==> config.mk <==
export PLATFORM = sky130hd
export DESIGN_NAME = supply_gate_seq
export DESIGN_NICKNAME = d
export VERILOG_FILES = /design/src/rtl/sgs_pkg.sv /design/src/rtl/sgs_sync.sv /design/src/rtl/sgs_timer.sv /design/src/rtl/sgs_fsm.sv /design/src/rtl/supply_gate_seq.sv
export SDC_FILE = /design/constraint.sdc
export NUM_CORES = 1
export LEC_CHECK = 0
export CAP_MARGIN = 10
export CORE_UTILIZATION = 55
export DETAILED_ROUTE_END_ITERATION = 10
export PLACE_DENSITY = 0.77
export SYNTH_ARGS = -nofsm -noshare
export SYNTH_HDL_FRONTEND = slang
export SYNTH_SLANG_ARGS = --single-unit
==> constraint.sdc <==
create_clock -name clk -period 2.1 [get_ports clk]
set_input_delay 0.315 -clock clk [delete_from_list [all_inputs] [get_ports clk]]
set_output_delay 0.315 -clock clk [all_outputs]
set_load 0.03 [all_outputs]
==> src/rtl/sgs_pkg.sv <==
package sgs_pkg;
  typedef enum logic [2:0] {
    ST_OFF  = 3'd0,  // input absent
    ST_DIS  = 3'd1,  // enable high
    ST_WAIT = 3'd2,  // power-on settle
    ST_RUN  = 3'd3,  // normal operation
    ST_OVP  = 3'd4   // overvoltage protection / recovery
  } sgs_state_e;

  localparam int FLAG_W   = 6;
  localparam int IDX_PRES = 0;
  localparam int IDX_EN_N = 1;
  localparam int IDX_OVP  = 2;
  localparam int IDX_HOT  = 3;
  localparam int IDX_ALW  = 4;
  localparam int IDX_EXT  = 5;
  // enable resets to "disabled", everything else to 0
  localparam logic [FLAG_W-1:0] FLAG_RST = 6'b00_0010;
endpackage

==> src/rtl/sgs_sync.sv <==
module sgs_sync #(
  parameter int W = 1,
  parameter logic [W-1:0] RST_VAL = '0
) (
  input  logic         clk,
  input  logic         rst_n,
  input  logic [W-1:0] d,
  output logic [W-1:0] q
);
  for (genvar i = 0; i < W; i++) begin : g_bit
    logic meta;
    logic stab;
    always_ff @(posedge clk or negedge rst_n) begin
      if (!rst_n) begin
        meta <= RST_VAL[i];
        stab <= RST_VAL[i];
      end else begin
        meta <= d[i];
        stab <= meta;
      end
    end
    assign q[i] = stab;
  end
endmodule

==> src/rtl/sgs_timer.sv <==
module sgs_timer #(
  parameter int TICKS = 8000
) (
  input  logic clk,
  input  logic rst_n,
  input  logic tick,
  input  logic clr,
  output logic done
);
  localparam int CW = $clog2(TICKS + 1);
  localparam logic [CW-1:0] LIMIT = CW'(TICKS);

  logic [CW-1:0] cnt;

  always_ff @(posedge clk or negedge rst_n) begin
    if (!rst_n)                cnt <= '0;
    else if (clr)              cnt <= '0;
    else if (tick && !done)    cnt <= cnt + 1'b1;
  end

  assign done = (cnt == LIMIT);
endmodule

==> src/rtl/sgs_fsm.sv <==
module sgs_fsm
  import sgs_pkg::*;
(
  input  logic       clk,
  input  logic       rst_n,
  input  logic       pres,
  input  logic       dis,
  input  logic       ovp,
  input  logic       hot,
  input  logic       allow,
  input  logic       ext,
  input  logic       done,
  output sgs_state_e st,
  output logic       tmr_clr,
  output logic       sw_cmd,
  output logic       fault_act,
  output logic       clr_req
);
  sgs_state_e st_nx;
  logic gate;

  assign gate = pres && !dis;

  always_comb begin
    st_nx = st;
    if (!pres)     st_nx = ST_OFF;
    else if (dis)  st_nx = ST_DIS;
    else begin
      unique case (st)
        ST_OFF, ST_DIS: st_nx = ST_WAIT;
        ST_WAIT:        if (done) st_nx = ovp ? ST_OVP : ST_RUN;
        ST_RUN:         if (ovp) st_nx = ST_OVP;
        ST_OVP:         if (done && !ovp) st_nx = ST_RUN;
        default:        st_nx = ST_OFF;
      endcase
    end
  end

  always_ff @(posedge clk or negedge rst_n) begin
    if (!rst_n) st <= ST_OFF;
    else        st <= st_nx;
  end

  // timer counts only in the settle wait or a clear-flag recovery wait
  assign tmr_clr   = !((st == ST_WAIT) || (st == ST_OVP && !ovp));
  assign sw_cmd    = gate && (st == ST_RUN) && !ovp && !hot && allow;
  assign fault_act = gate && ((st == ST_OVP) ||
                              (st == ST_RUN && (ovp || hot || ext)));
  assign clr_req   = !gate || (st == ST_OFF) || (st == ST_DIS);
endmodule

==> src/rtl/supply_gate_seq.sv <==
module supply_gate_seq
  import sgs_pkg::*;
#(
  parameter int SETTLE_TICKS = 8000
) (
  input  logic clk,
  input  logic rst_n,
  input  logic tick,
  input  logic in_present,
  input  logic in_ovp,
  input  logic over_temp,
  input  logic en_n,
  input  logic sw_allow,
  input  logic ext_fault,
  output logic sw_on,
  output logic fault_n,
  output logic fault_oe,
  output logic nbr_clr
);
  logic [FLAG_W-1:0] raw, syn;
  logic pres_s, en_s, ovp_s, hot_s, alw_s, ext_s;
  logic tmr_clr, tmr_done, fault_act;
  sgs_state_e st;

  always_comb begin
    raw           = '0;
    raw[IDX_PRES] = in_present;
    raw[IDX_EN_N] = en_n;
    raw[IDX_OVP]  = in_ovp;
    raw[IDX_HOT]  = over_temp;
    raw[IDX_ALW]  = sw_allow;
    raw[IDX_EXT]  = ext_fault;
  end

  sgs_sync #(.W(FLAG_W), .RST_VAL(FLAG_RST)) u_sync (
    .clk(clk), .rst_n(rst_n), .d(raw), .q(syn)
  );

  assign pres_s = syn[IDX_PRES];
  assign en_s   = syn[IDX_EN_N];
  assign ovp_s  = syn[IDX_OVP];
  assign hot_s  = syn[IDX_HOT];
  assign alw_s  = syn[IDX_ALW];
  assign ext_s  = syn[IDX_EXT];

  sgs_timer #(.TICKS(SETTLE_TICKS)) u_tmr (
    .clk(clk), .rst_n(rst_n), .tick(tick), .clr(tmr_clr), .done(tmr_done)
  );

  sgs_fsm u_fsm (
    .clk(clk), .rst_n(rst_n),
    .pres(pres_s), .dis(en_s), .ovp(ovp_s), .hot(hot_s),
    .allow(alw_s), .ext(ext_s), .done(tmr_done),
    .st(st), .tmr_clr(tmr_clr), .sw_cmd(sw_on),
    .fault_act(fault_act), .clr_req(nbr_clr)
  );

  assign fault_oe = fault_act;
  assign fault_n  = !fault_act;
endmodule

# After elaboration in Yosys (flattened, before gate mapping)
# Cells that the tools add are included.
# W data, S select, Z words.
# op_classes
mux	9
reduce_logical	25
n_addsub	1
n_eq_ne	9
# op_table
cell	n
$mux W13	2
$mux W3	6
$add A13 B1 Y13 const B	1
$eq A13 B13 Y1 const B	1
$pmux W3 S4	1
$logic_and A1 B1 Y1	10
$ne A4 B3 Y1 const B	2
$eq A3 B2 Y1 const B	2
$logic_not A1 Y1	6
$logic_or A1 B1 Y1	6
$ne A4 B4 Y1 const B	1
$eq A3 B1 Y1 const B	1
$eq A3 B3 Y1 const B	1
$logic_not A3 Y1	1
$reduce_and A3 Y1	1
$ne A2 B2 Y1 const B	1
$reduce_or A2 Y1	1
# totals
inputBits	9
output_inout_bits	4
elab_cells	58
register_bits	28

# Longest topological paths before layout
# depth
word_depth	6
mapped_depth	6

# Cells and area by module
# From an unflattened synthesis, not the netlist that was laid out.
# unflattened
hier_cells	126
hier_area_um2	1350.0
# modules_own_cells
mod	area_per_inst_um2	instances	seq_area_each_um2	cells_per_inst
sgs_timer	737.0	1	325.3	78
sgs_sync	347.8	1	302.8	18
sgs_fsm	261.5	1	75.1	29
supply_gate_seq	3.8	1	0.0	1

# Least setup slack after synthesis
# OpenSTA, ideal clock, no wires.
# synth_path
path_type	flip-flop to output port
start	register u_sync.g_bit[2].stab
end	output fault_n
t_arrival_ps	1464
path_stages_with_launch	5
path_buffers	1
path_slack_ps	321
cell_sequence	dfrtp_1 clkbuf_1 nor3_1 nor2_1 o21ai_0
# synth_via
elab_chain_cells	6
# synth_rtl
item	line_no	rtl
from (decl)	sgs_sync.sv:12	logic stab;
from (signal assigned)	sgs_sync.sv:16	stab <= RST_VAL[i];
from (signal assigned)	sgs_sync.sv:19	stab <= meta;
$logic_or A1 B1 Y1 (2 in series)	sgs_fsm.sv:48	(st == ST_RUN && (ovp || hot || ext)));
$logic_and A1 B1 Y1	sgs_fsm.sv:48	
$logic_or A1 B1 Y1	sgs_fsm.sv:47	assign fault_act = gate && ((st == ST_OVP) ||
$logic_and A1 B1 Y1	sgs_fsm.sv:47	
$logic_not A1 Y1	supply_gate_seq.sv:59	assign fault_n = !fault_act;
to (decl)	supply_gate_seq.sv:16	output logic fault_n,
# No other way between the ends.

# Worst setup path in the final report
# layout_path
start	register u_fsm.st[1]
end	output fault_n
# layout_via
elab_chain_cells	5
elab_cells_between_ends	6
# layout_rtl
item	line_no	rtl
from (decl)	sgs_fsm.sv:13	output sgs_state_e st,
from (signal assigned)	sgs_fsm.sv:41	else st <= st_nx;
$eq A3 B2 Y1	sgs_fsm.sv:48	
$logic_and A1 B1 Y1	sgs_fsm.sv:48	
$logic_or A1 B1 Y1 (*)	sgs_fsm.sv:47	
$logic_and A1 B1 Y1 (*)	sgs_fsm.sv:47	
$logic_not A1 Y1 (*)	supply_gate_seq.sv:59	
# Mark *: on every way between the ends. The rest lies on a longest branch, timed or not.

==> key figures <==
Layout
  • Multi-input combinational cell area: 560.5 um2
  • Commonest cells after routing, fill and taps aside: dfrtp_1, nor2_1, nand3_1, a21oi_1, clkdlybuf4s50_1
  • Final Net Count: between 150 and 200
  • Fin util: 68.78%
  • Number of fill cells: 177
  • # diodes: 0
  • Layout overhead on the synthesized area: 17.04%
  • Register area: between 700 and 800 um2
  • Share of cells above drive strength 1: 17.14%
  • Commonest non-fill, non-tap cell in the layout: dfrtp_1

Job
  • MaxCap Viol Count: 0

Power
  • Seq pwr share: 57.4%
  • Pwr/cell area: 649.1 mW/mm2
  • Worst vdd ir: a little under 0.5 mV
  • Pwr Total: 0.0009875 W
  • Clock group share of total power: 35.4%
  • Sw Share: 20.85%
  • Pint: 0.0007817 W
  • Leakage: slightly below 0.6 nW
  • Logic pwr share: 7.3%
  • Psw: 0.0002059 W

Clocking
  • Max Root-Sink Buffers: 2
  • Root buf cell: clkbuf_4
  • Cts hold-fix bufs: 0
  • Later-pin clock latency in the skew report: 0.32 ns
  • TritonCTS Buffers: 3
  • H-tree Lvls: 1
  • Post-CTS Setup Inserts: 0
  • Clock sink total: 28
  • Clock Pin Slew Worst Setup and Hold Paths: 0.15 ns
  • TritonCTS clock tree: done

STA
  • Setup TNS: 0 ns
  • Fmax: 0.5067 GHz
  • Relative slew margins: 66.05%
  • Final-report hold violation count: 0
  • Fin crit share: 93.97%
  • Clock Skew: 0.009172 ns
  • Worst-Margin Slew: 0.5093 ns
  • Final setup viols: 0
  • Fin worst setup slack: 0.1266 ns
  • Hold_ws: 0.3404 ns
  • Minimum clock period: around 2.0 ns
  • Final Max Slew Viols: 0
  • RSZ-0062 raised after global routing: false

Floorplanning
  • Die Ht: 50.62 um
  • Ports: 13
  • Site row count: 17
  • Die X: 50.62 um
  • Core area: 0.002212 mm2
  • Starting Density: 58.77%
  • Die area: 0.002562 mm2

Logic synthesis
  • Syn avg cell area: 10.40 um2
  • #FFs+latches synth: 28
  • Post-synthesis compound-gate area fraction: 14.53%
  • Dominant synthesized flop cell: dfrtp_1
  • FFs w/ async S/R, synth: 100.0%
  • Post-synthesis mux area share: 0%
  • Mapped Cells: approximately 130
  • Syn Nets: 136
  • Largest family of logic cells by synthesized area: simple AND/OR/NAND/NOR gates
  • Synth Area in Simple Gates: 22.71%
  • Register area share after synthesis: 54.09%
  • Post-synthesis instance area: 0.001300 mm2
  • Ys Warns: 0
  • Adder-Cell Fraction of Synth Area: 1.925%
  • Post-Synth XOR/XNOR Area: 3.369%
  • Number of synthesized flops with an enable pin: 0
  • Post-synth cell types: 40

Route
  • 1st-iter DRT viols: 33
  • DRC errors left: 0
  • Post-DR vias/cell: 5.946
  • Routed Antenna Nets: 0
  • Total number of vias: 999
  • Final wirelength: between 2 and 2.5 mm
  • TritonRoute pass-1 iters: 4
  • Routed WL per cell: approximately 14 um

Run status
  • Outcome: finished clean

Placement
  • Final GP Congestion: 0.8055
  • Dpl hpwl: 1.670 mm
  • Port Buffers: 12
  • Place WS: ~0.11 ns

Worst setup path
  • Critical path arrival: 1.66 ns
  • Critical path endpoint category: output pin
  • CP max FO: 6
  • Crit-path cells: nor2b_2 -> nand2_1 -> nor2_1 -> o21ai_0 -> clkdlybuf4s15_1
  • CP required: 1.78 ns
  • Worst path bufs/invs: 1
  • WS Path Type: flip-flop to output pin
  • Top Family by Delay on Critical Path: flip-flops
  • Slowest stage cell, crit path: dfrtp_2
  • CP Launch Type: flip-flop
  • Max incr delay on CP: 0.47 ns

Global routing
  • Largest net degree at the start of global routing: 29
  • First-pass GRT wire length: about 4.2 mm
  • Total track usage: about 23%
  • Initial antenna violation count: 0
  • Vias in the first global route: 960
  • Total gr overflow: 0

Worst hold path
  • Worst min path class: primary input to async pin
-- power by group through the flow --
stage          sequential (W)  combinational, W  clock, W
6_report             0.000567         0.0000718  0.000349
5_1_grt              0.000570         0.0000805  0.000374
4_1_cts              0.000566         0.0000725  0.000358
3_5_place_dp         0.000576         0.0000718         0
3_3_place_gp         0.000575         0.0000698         0
2_1_floorplan        0.000572         0.0000367         0
-- cell families (layout without fill, tap and decap cells) --
| group | after synthesis | after routing |
|---|---|---|
| XOR/XNOR | 5 | 5 |
| flip-flops | 28 | 28 |
| adder cells (fa/ha/maj) | 2 | 2 |
| buffers and inverters | 11 | 26 |
| AND/OR/NAND/NOR | 52 | 52 |
| AO/OA/AOI/OAI | 27 | 27 |
-- cells in the mapped netlist (2+ instances only) --
| cell type | count | area, um2 |
|---|---|---|
| dfrtp_1 | 26 | 650.6 |
| nor2_1 | 10 | 37.54 |
| a21oi_1 | 8 | 40.04 |
| nand3_1 | 8 | 40.04 |
| inv_1 | 6 | 22.52 |
| nand2_1 | 6 | 22.52 |
| nand4_1 | 6 | 37.54 |
| o21ai_0 | 6 | 30.03 |
| nor3_1 | 5 | 25.02 |
| nand2b_1 | 4 | 25.02 |
| xnor2_1 | 3 | 26.28 |
| a31o_2 | 2 | 17.52 |
| buf_2 | 2 | 10.01 |
| clkbuf_1 | 2 | 7.510 |
| dfstp_2 | 2 | 52.55 |
| ha_1 | 2 | 25.02 |
| nor2b_1 | 2 | 12.51 |
| or3_1 | 2 | 12.51 |
| xor2_1 | 2 | 17.52 |
-- final timing paths --
path	from	endpoint	slack (ns)	cells past startpoint
setup / recovery	u_fsm.st[1]	fault_n	0.13	5
hold / removal	rst_n	u_tmr.cnt[0]	0.34	2
min in group clk	u_sync.g_bit[3].meta	u_sync.g_bit[3].stab	0.37	0
setup reg to reg	u_tmr.cnt[5]	u_fsm.st[0]	0.18	4
max in group asynchronous	rst_n	u_sync.g_bit[1].stab	1.45	2
hold reg to reg	u_sync.g_bit[3].meta	u_sync.g_bit[3].stab	0.37	0
-- per-layer routing --
layer	track usage (%)	share of wire (%)	wire (um)	vias to the layer above
li1	-	-	-	479
met1	29.92	46	1059	491
met2	36.89	50	1149	27
met3	3.636	4.0	92	2
met4	8.796	0.73	17	0
met5	0	0	0	-
-- final cells by class --
class	instances	share of cell area [%]
Clock buffer	3	1.480
Clock inverter	1	1.974
Inverter	6	1.480
Multi-Input combinational cell	86	36.84
Sequential cell	28	46.30
Tap cell	28	2.303
Timing Repair Buffer	16	9.622
-- metrics by stage --
step / instances / cell area, um2
floorplan: 125 / 1300
global placement: 164 / 1464
detailed placement: 164 / 1464
CTS: 168 / 1515
global route: 168 / 1521
finish: 168 / 1521
-- repair_timing --
action / in CTS / in global routing
pin swaps: 0 / 0
gates resized for setup: 4 / 7
endpoints found under the setup margin: 4 / 3
-- flip-flops by register name, indices dropped and copies added (netlist names) --
| register | flops |
|---|---|
| u_tmr.cnt | 13 |
| u_sync.g_bit.meta | 6 |
| u_sync.g_bit.stab | 6 |
| u_fsm.st | 3 |
No activity file was read; power rests on OpenSTA's default activity.
